===== config.mk =====
export PLATFORM = sky130hd
export DESIGN_NAME = yuv_rgb_conv
export DESIGN_NICKNAME = d
export VERILOG_FILES = /design/src/rtl/yuv_rgb_pkg.sv /design/src/rtl/yuv_rgb_flow.sv /design/src/rtl/yuv_rgb_mul.sv /design/src/rtl/yuv_rgb_mix.sv /design/src/rtl/yuv_rgb_sat.sv /design/src/rtl/yuv_rgb_conv.sv
export SDC_FILE = /design/constraint.sdc
export NUM_CORES = 1
export LEC_CHECK = 0
export CORE_MARGIN = 1
export CORE_UTILIZATION = 35
export DETAILED_ROUTE_END_ITERATION = 8
export PLACE_DENSITY = 0.64
export SETUP_SLACK_MARGIN = 0.05
export SLEW_MARGIN = 40
export SYNTH_ARGS = -nofsm -noshare
export SYNTH_HDL_FRONTEND = slang
export SYNTH_SLANG_ARGS = --single-unit

===== constraint.sdc =====
create_clock -name clk -period 4.75 [get_ports clk]
set_clock_uncertainty 0.2 [all_clocks]
set_input_delay 0.475 -clock clk [delete_from_list [all_inputs] [get_ports clk]]
set_output_delay 0.475 -clock clk [all_outputs]
set_load 0.01 [all_outputs]

===== src/rtl/yuv_rgb_pkg.sv =====
`timescale 1ns/1ps
package yuv_rgb_pkg;

   // number of weighted chroma products formed in the first stage
   localparam int NUM_PROD = 4;
   // number of colour channels leaving the block
   localparam int NUM_CHAN = 3;
   // fixed pipeline depth of the datapath
   localparam int PIPE_DEPTH = 3;

   typedef enum logic [1:0] {
      CH_RED   = 2'd0,
      CH_GREEN = 2'd1,
      CH_BLUE  = 2'd2
   } chan_e;

   // width of a recentred chroma sample (one sign bit added)
   function automatic int ofs_width(input int pix_w);
      return pix_w + 1;
   endfunction

   // width that holds any chroma product without overflow
   function automatic int prod_width(input int pix_w, input int coef_w);
      return ofs_width(pix_w) + coef_w;
   endfunction

   // width of a stage-two result (sum of two products plus luma)
   function automatic int res_width(input int pix_w, input int coef_w);
      return prod_width(pix_w, coef_w) + 2;
   endfunction

endpackage


===== src/rtl/yuv_rgb_flow.sv =====
`timescale 1ns/1ps
module yuv_rgb_flow #(
   parameter int STAGES = 3
) (
   input  logic clk,
   input  logic rst,
   input  logic in_valid,
   input  logic out_ready,
   output logic in_ready,
   output logic adv,
   output logic out_valid
);

   generate
      if (STAGES < 1) begin : g_bad_stages
         $error("yuv_rgb_flow: STAGES must be at least 1");
      end
   endgenerate

   logic vld [STAGES];

   // the whole pipe moves when the last slot is empty or being drained
   assign adv       = ~vld[STAGES-1] | out_ready;
   assign in_ready  = adv;
   assign out_valid = vld[STAGES-1];

   generate
      for (genvar s = 0; s < STAGES; s++) begin : g_slot
         if (s == 0) begin : g_head
            always_ff @(posedge clk) begin
               if (rst)      vld[s] <= 1'b0;
               else if (adv) vld[s] <= in_valid;
            end
         end else begin : g_body
            always_ff @(posedge clk) begin
               if (rst)      vld[s] <= 1'b0;
               else if (adv) vld[s] <= vld[s-1];
            end
         end
      end
   endgenerate

endmodule


===== src/rtl/yuv_rgb_mul.sv =====
`timescale 1ns/1ps
module yuv_rgb_mul
   import yuv_rgb_pkg::*;
#(
   parameter int PIX_W  = 8,
   parameter int COEF_W = 8,
   parameter int K_RV   = 90,
   parameter int K_GU   = 22,
   parameter int K_GV   = 46,
   parameter int K_BU   = 114,
   localparam int OFS_W  = ofs_width(PIX_W),
   localparam int PROD_W = prod_width(PIX_W, COEF_W)
) (
   input  logic                              clk,
   input  logic                              adv,
   input  logic [PIX_W-1:0]                  in_y,
   input  logic [PIX_W-1:0]                  in_u,
   input  logic [PIX_W-1:0]                  in_v,
   output logic [PIX_W-1:0]                  y_q,
   output logic [NUM_PROD-1:0][PROD_W-1:0]   prod_q
);

   localparam int KMAX = (1 << (COEF_W - 1)) - 1;
   localparam int KTAB [NUM_PROD] = '{K_RV, K_GU, K_GV, K_BU};
   // 1: product uses red-difference chroma, 0: blue-difference chroma
   localparam bit USE_V [NUM_PROD] = '{1'b1, 1'b0, 1'b1, 1'b0};
   localparam logic signed [OFS_W-1:0] BIAS = OFS_W'(1 << (PIX_W - 1));

   generate
      for (genvar k = 0; k < NUM_PROD; k++) begin : g_kchk
         if (KTAB[k] < 0 || KTAB[k] > KMAX) begin : g_bad_coef
            $error("yuv_rgb_mul: coefficient does not fit COEF_W");
         end
      end
   endgenerate

   logic signed [OFS_W-1:0]  u_ofs, v_ofs;
   logic signed [PROD_W-1:0] u_ext, v_ext;
   logic signed [PROD_W-1:0] prod_d [NUM_PROD];

   assign u_ofs = $signed({1'b0, in_u}) - BIAS;
   assign v_ofs = $signed({1'b0, in_v}) - BIAS;
   assign u_ext = PROD_W'(u_ofs);
   assign v_ext = PROD_W'(v_ofs);

   generate
      for (genvar k = 0; k < NUM_PROD; k++) begin : g_prod
         localparam logic signed [PROD_W-1:0] KW = PROD_W'(KTAB[k]);
         if (USE_V[k]) begin : g_v
            assign prod_d[k] = v_ext * KW;
         end else begin : g_u
            assign prod_d[k] = u_ext * KW;
         end
         always_ff @(posedge clk) begin
            if (adv) prod_q[k] <= prod_d[k];
         end
      end
   endgenerate

   always_ff @(posedge clk) begin
      if (adv) y_q <= in_y;
   end

endmodule


===== src/rtl/yuv_rgb_mix.sv =====
`timescale 1ns/1ps
module yuv_rgb_mix
   import yuv_rgb_pkg::*;
#(
   parameter int PIX_W  = 8,
   parameter int PROD_W = 17,
   parameter int RES_W  = 19,
   parameter int SHIFT  = 6
) (
   input  logic                              clk,
   input  logic                              adv,
   input  logic [PIX_W-1:0]                  y_d,
   input  logic [NUM_PROD-1:0][PROD_W-1:0]   prod_d,
   output logic [NUM_CHAN-1:0][RES_W-1:0]    res_q
);

   localparam int SUM_W = PROD_W + 1;

   generate
      if (SHIFT < 0 || SHIFT >= PROD_W) begin : g_bad_shift
         $error("yuv_rgb_mix: SHIFT out of range");
      end
      if (RES_W < SUM_W + 1) begin : g_bad_res
         $error("yuv_rgb_mix: RES_W too narrow");
      end
   endgenerate

   // channel order: red adds, green subtracts, blue adds
   localparam bit SUBTRACT [NUM_CHAN] = '{1'b0, 1'b1, 1'b0};

   logic signed [SUM_W-1:0] term [NUM_CHAN];
   logic signed [SUM_W-1:0] shd  [NUM_CHAN];
   logic signed [RES_W-1:0] y_s;
   logic signed [RES_W-1:0] res_d [NUM_CHAN];

   // green combines both chroma products before any shift
   assign term[CH_RED]   = SUM_W'($signed(prod_d[0]));
   assign term[CH_GREEN] = SUM_W'($signed(prod_d[1])) + SUM_W'($signed(prod_d[2]));
   assign term[CH_BLUE]  = SUM_W'($signed(prod_d[3]));

   assign y_s = $signed({{(RES_W - PIX_W){1'b0}}, y_d});

   generate
      for (genvar c = 0; c < NUM_CHAN; c++) begin : g_chan
         assign shd[c] = term[c] >>> SHIFT;
         if (SUBTRACT[c]) begin : g_sub
            assign res_d[c] = y_s - RES_W'(shd[c]);
         end else begin : g_add
            assign res_d[c] = y_s + RES_W'(shd[c]);
         end
         always_ff @(posedge clk) begin
            if (adv) res_q[c] <= res_d[c];
         end
      end
   endgenerate

endmodule


===== src/rtl/yuv_rgb_sat.sv =====
`timescale 1ns/1ps
module yuv_rgb_sat
   import yuv_rgb_pkg::*;
#(
   parameter int PIX_W = 8,
   parameter int RES_W = 19
) (
   input  logic                              clk,
   input  logic                              adv,
   input  logic [NUM_CHAN-1:0][RES_W-1:0]    res_d,
   output logic [NUM_CHAN-1:0][PIX_W-1:0]    pix_q
);

   generate
      if (RES_W < PIX_W + 2) begin : g_bad_width
         $error("yuv_rgb_sat: RES_W must exceed PIX_W by two");
      end
   endgenerate

   logic [PIX_W-1:0] pix_d [NUM_CHAN];

   generate
      for (genvar c = 0; c < NUM_CHAN; c++) begin : g_chan
         always_comb begin
            if (res_d[c][RES_W-1])
               pix_d[c] = '0;
            else if (|res_d[c][RES_W-2:PIX_W])
               pix_d[c] = '1;
            else
               pix_d[c] = res_d[c][PIX_W-1:0];
         end
         always_ff @(posedge clk) begin
            if (adv) pix_q[c] <= pix_d[c];
         end
      end
   endgenerate

endmodule


===== src/rtl/yuv_rgb_conv.sv =====
`timescale 1ns/1ps
module yuv_rgb_conv
   import yuv_rgb_pkg::*;
#(
   parameter int PIX_W  = 8,
   parameter int COEF_W = 8,
   parameter int SHIFT  = 6,
   parameter int K_RV   = 90,
   parameter int K_GU   = 22,
   parameter int K_GV   = 46,
   parameter int K_BU   = 114
) (
   input  logic             clk,
   input  logic             rst,
   input  logic             in_valid,
   output logic             in_ready,
   input  logic [PIX_W-1:0] in_y,
   input  logic [PIX_W-1:0] in_u,
   input  logic [PIX_W-1:0] in_v,
   output logic             out_valid,
   input  logic             out_ready,
   output logic [PIX_W-1:0] out_r,
   output logic [PIX_W-1:0] out_g,
   output logic [PIX_W-1:0] out_b
);

   localparam int PROD_W = prod_width(PIX_W, COEF_W);
   localparam int RES_W  = res_width(PIX_W, COEF_W);

   generate
      if (PIX_W < 2) begin : g_bad_pix
         $error("yuv_rgb_conv: PIX_W must be at least 2");
      end
      if (COEF_W < 2) begin : g_bad_coef
         $error("yuv_rgb_conv: COEF_W must be at least 2");
      end
   endgenerate

   logic                              adv;
   logic [PIX_W-1:0]                  s1_y;
   logic [NUM_PROD-1:0][PROD_W-1:0]   s1_prod;
   logic [NUM_CHAN-1:0][RES_W-1:0]    s2_res;
   logic [NUM_CHAN-1:0][PIX_W-1:0]    s3_pix;

   yuv_rgb_flow #(
      .STAGES   (PIPE_DEPTH)
   ) u_flow (
      .clk      (clk),
      .rst      (rst),
      .in_valid (in_valid),
      .out_ready(out_ready),
      .in_ready (in_ready),
      .adv      (adv),
      .out_valid(out_valid)
   );

   yuv_rgb_mul #(
      .PIX_W (PIX_W),
      .COEF_W(COEF_W),
      .K_RV  (K_RV),
      .K_GU  (K_GU),
      .K_GV  (K_GV),
      .K_BU  (K_BU)
   ) u_mul (
      .clk   (clk),
      .adv   (adv),
      .in_y  (in_y),
      .in_u  (in_u),
      .in_v  (in_v),
      .y_q   (s1_y),
      .prod_q(s1_prod)
   );

   yuv_rgb_mix #(
      .PIX_W (PIX_W),
      .PROD_W(PROD_W),
      .RES_W (RES_W),
      .SHIFT (SHIFT)
   ) u_mix (
      .clk   (clk),
      .adv   (adv),
      .y_d   (s1_y),
      .prod_d(s1_prod),
      .res_q (s2_res)
   );

   yuv_rgb_sat #(
      .PIX_W(PIX_W),
      .RES_W(RES_W)
   ) u_sat (
      .clk  (clk),
      .adv  (adv),
      .res_d(s2_res),
      .pix_q(s3_pix)
   );

   assign out_r = s3_pix[CH_RED];
   assign out_g = s3_pix[CH_GREEN];
   assign out_b = s3_pix[CH_BLUE];

endmodule


# Word level (Yosys, flattened, before mapping)
# Memory sizes are Yosys's and may differ from the RTL's.
# Cells that the tools add are included.
# W data, S select, Z words.
classes:
  addsub: 6
  n_lt_le_gt_ge: 0
  muxes: 11
  n_mul: 4
  n_eq_ne: 0
  bitwise: 5
  n_div: 0
  n_reduce_logical: 3
  shift: 0
ops:
  columns: ["op", "count"]
  rows:
  - ["$mul A9 B7 Y16 const B", 2]
  - ["$reduce_or A10 Y1", 3]
  - ["$add A9 B11 Y12", 2]
  - ["$mux W8", 3]
  - ["$sub A8 B8 Y9 const B", 2]
  - ["$add A15 B16 Y17", 1]
  - ["$mul A9 B6 Y15 const B", 1]
  - ["$mul A9 B5 Y14 const B", 1]
  - ["$sub A9 B12 Y13", 1]
  - ["$mux W1", 8]
  - ["$or A1 B1 Y1", 4]
  - ["$not A1 Y1", 1]
word_totals:
  reg_bits: 150
  ramBits: 3
  n_memories: 1
  wordCells: 41
  in_bits: 28
  latchBits: 0
  out_inout_bits: 26
  mem_bits_ro: 0
memory_table:
  columns: ["name", "words", "width", "rd", "rd_clocked_by_memory_dff", "write_ports", "line", "text"]
  rows:
  - ["u_flow.vld", 3, 1, 3, 0, 3, "yuv_rgb_flow.sv:20", "logic vld [STAGES];"]

# Longest topological paths before layout
# An unclocked memory read counts as a cell.
depth:
  ltp_word: 7
  depth_mapped: 16
  ltp_nobuf: 16

# Hierarchy
# A second synthesis with hierarchy kept.
hier_totals:
  hier_cells: 916
  area_unflattened_um2: 10168.5
modules_own_cells:
  columns: ["module", "n_inst", "seq_area_each_um2", "area_each_um2", "cells_per_inst"]
  rows:
  - ["yuv_rgb_mul", 1, 2011.9, 5784.3, 514]
  - ["yuv_rgb_mix", 1, 1111.1, 3121.7, 308]
  - ["yuv_rgb_sat", 1, 720.7, 1118.6, 84]
  - ["yuv_rgb_flow", 1, 90.1, 143.9, 10]

# Worst setup path after synthesis
# OpenSTA, ideal clock, no wires.
synth_timing:
  path_kind: "input-to-reg"
  start: "in out_ready"
  end: "mem u_flow.vld[0] (enable)"
  path_stages: 2
  path_buffers: 0
  path_slack_ps: 279
  arrival_ps: 3960
  setup_time_ps: 311
  t_required_ps: 4239
  cell_sequence: "nand2b_1 -> or2_2"
synth_rtl:
  columns: ["item", "line", "text"]
  rows:
  - ["start: declaration", "yuv_rgb_conv.sv:21", "input logic out_ready,"]
  - ["end: declaration", "yuv_rgb_flow.sv:20", null]

==> results.md <==
* Synthesis warning total at 0
* Syn avg cell area at 11.2 µm²
* Synth Area in Compound Gates at 0.0876
* Vias in the first global route at 5606
* Final setup violation count at 0
* Initial Utilization at 0.358
* First-pass GRT wire length at 25600 µm
* Relative slew margins at 0.511
* Synthesized area at 0.00904 mm²
* Setup CP Type: input port to register
* Leakage Power at roughly 4.7 nW
* HP Class: register to register
* Overall routing resource usage at 0.123
* Pre-CTS WS at -0.0468 ns
* Core area at 0.0253 mm²
* Synth Instances at 808
* Site row count at 58
* Clk_lat worst skew at 0.41 ns
* Clock H-tree levels at 4
* Drt wl/cell at 12.1 µm
* Total of max-cap violations at 0
* Maximum fanout along the worst path at 5
* Final hold slack at 0.338 ns
* Fraction of layout cells with a size suffix above 1 at 0.0735
* Grt ovf at 0
* DR iter-0 viols at 154
* Startpoint types: input port
* Final total power at 0.00653 W
* Post-synth EDFFs at approximately 120
* Fin area at 0.0108 mm²
* Period minus WS final at 4.36 ns
* Inserted Diodes at 0
* Post-Synth XOR/XNOR Area at 0.0774
* Clock sinks at 123
* DP Area at roughly 0.010 mm²
* TritonCTS clock tree: yes
* Synthesized Nets at 1009
* PwrDens at 605 mW/mm²
* Nets at between 1000 and 1500
* Final Worst Setup Slack at 0.394 ns
* Placer congestion estimate at 0.826
* Worst Path Required at 4.71 ns
* Total Wirelength at 15100 µm
* Drt first pass iters at 4
* Residual DRC count at 0
* HPWL Detailed at 12400 µm
* Synth Area in Adders at 0.277
* Worst vdd ir at 330 µV
* Fillcell total at between 2000 and 2500
* Clock tree buffer depth at 2
* Simple-Gate Fraction of Synth Area at 0.0930
* Maximum clock rate at 230 MHz
* Inserted Clock Buffers at 17
* Io pins at 54
* Crit path DAT at 4.31 ns
* Pins Over Slew Limit at 0
* Post-synthesis mux area share at 0.00235
* Die Y at 163 µm
* Die area at 0.0265 mm²
* Fin crit share at 0.917
* Pin count of the biggest net entering global routing at 65
* DR vias at 5622
* Clk pin slew, worst setup/hold paths at 0.05 ns
* Count of input and output buffers at 53
* Setup TNS at 0 ns
* Largest family of logic cells by synthesized area: adder cells
* Detail Route Antenna Nets at 0
* Post-synthesis sequential area ratio at 0.409
* Area growth syn-to-layout at 19.5%
* Main synth FF type: edfxtp_1
* Final hold viol count at 0
* Initial antenna violation count at 0
* Drt via density at roughly 4.5
* Die width at 163 µm
* Post-synthesis register bit count at approximately 120
* Number of library cell types mapped by synthesis at 48
* Unrepaired setup endpoints after global routing: no
* Root Driver: clkbuf_16
* Status: finished clean
* Worst Setup End Kind: register
* FFs w/ async S/R, synth at 0
* Slew @ Worst Pin at 0.734 ns
## cells by family (layout without fill, tap and decap cells)
kind of cell / Yosys count / in the layout
and+or+nand+nor: 181 / 181
AOI/OAI and AO/OA: 120 / 120
DFF: 123 / 123
buffers and inverters: 130 / 234
xor gates and xnor gates: 79 / 79
adders and majority gates: 173 / 173
muxes: 2 / 2
## layout make-up
cell class,count,area [µm²],area share
sequential,123,3690,0.342
multi-input combinational,555,4870,0.451
inverter,125,469,0.0434
timing repair buffer,77,723,0.0670
clock buffer,19,433,0.0401
tap,330,413,0.0382
clock inverter,13,199,0.0184
## final timing paths
path / cells past startpoint / from / slack (ns) / endpoint
max reg2reg: 16 / u_mul.prod_q[20] / 0.71 / u_mix.res_q[29]
min reg2reg: 2 / u_mix.res_q[26] / 0.34 / u_sat.pix_q[15]
min: 2 / u_mix.res_q[26] / 0.34 / u_sat.pix_q[15]
max: 15 / in_v[4] / 0.39 / u_mul.prod_q[15]
## timing repair
item,CTS,global route
gates resized for setup,0,2
hold buffers,0,0
setup endpoints to repair,0,3
hold endpoints to repair,0,0
setup buffers,0,0
## cells in the final DEF (no fill, tap or decap), types with 6 or more instances in the layout
master and n:
ha_1 128, inv_1 125, edfxtp_1 123, nor2_1 83, xnor2_1 58, clkdlybuf4s50_1 53, fa_1 45, a21oi_1 37
nand2_1 27, o21ai_0 26, buf_4 23, xor2_1 20, clkbuf_16 17, nor2b_1 13, nand3_1 13, a21o_1 13
nor3_1 12, a211oi_1 9, and2_1 7, a21boi_0 6, o21bai_1 6
## Yosys cell counts, types with 2 or more instances
library cell    n  share of area
ha_1          128           0.18
inv_1         125          0.052
edfxtp_1      123           0.41
nor2_1         83          0.034
xnor2_1        58          0.056
fa_1           45           0.10
a21oi_1        37          0.020
nand2_1        27          0.011
o21ai_0        26          0.014
xor2_1         20          0.019
a21o_1         13          0.011
nand3_1        13         0.0072
nor2b_1        13         0.0090
nor3_1         12         0.0066
a211oi_1        9         0.0075
and2_1          7         0.0048
a21boi_0        6         0.0050
nand2b_1        6         0.0042
o21bai_1        6         0.0050
clkbuf_1        5         0.0021
or3_1           5         0.0035
nand4_1         4         0.0028
or2_2           4         0.0028
o311ai_0        3         0.0029
a41oi_1         2         0.0019
o211a_1         2         0.0022
o21a_1          2         0.0017
o31ai_1         2         0.0017
o41ai_1         2         0.0019
or4_1           2         0.0017
## metrics by stage
step                      cells  utilization
final                      1242        0.428
after global routing       1242        0.428
after CTS                  1241        0.427
after detailed placement   1209        0.402
after global placement     1209        0.402
after floorplan             808            -
## worst max-delay path, cell delays in order
cell	delay (ns)
clkdlybuf4s50_1	0.57
ha_1	0.27
ha_1	0.27
inv_1	0.05
fa_1	0.50
fa_1	0.52
inv_1	0.04
ha_1	0.21
nor3_1	0.28
a2111oi_2	0.12
o31a_1	0.32
o21ai_0	0.29
a21oi_1	0.11
o21ai_0	0.21
xnor2_1	0.09
## metal layers
layer,part of all wire,track usage
met2,0.50,0.223
met3,0.023,0.0219
met5,0,0
met1,0.46,0.144
met4,0.016,0.0467
## state kept, by name, summed over array words and instances (netlist names)
| signal | flops |
|---|---|
| u_mul.prod_q | 51 |
| u_mix.res_q | 37 |
| u_sat.pix_q | 24 |
| u_mul.y_q | 8 |
| u_flow.vld | 3 |
## where the power goes
group          total [W]  internal (W)  switching [W]
clock            0.00136      0.000924       0.000441
combinational    0.00313       0.00149        0.00164
sequential       0.00204       0.00188       0.000159
total            0.00653       0.00429        0.00224
Power figures use the tool's default switching activity.
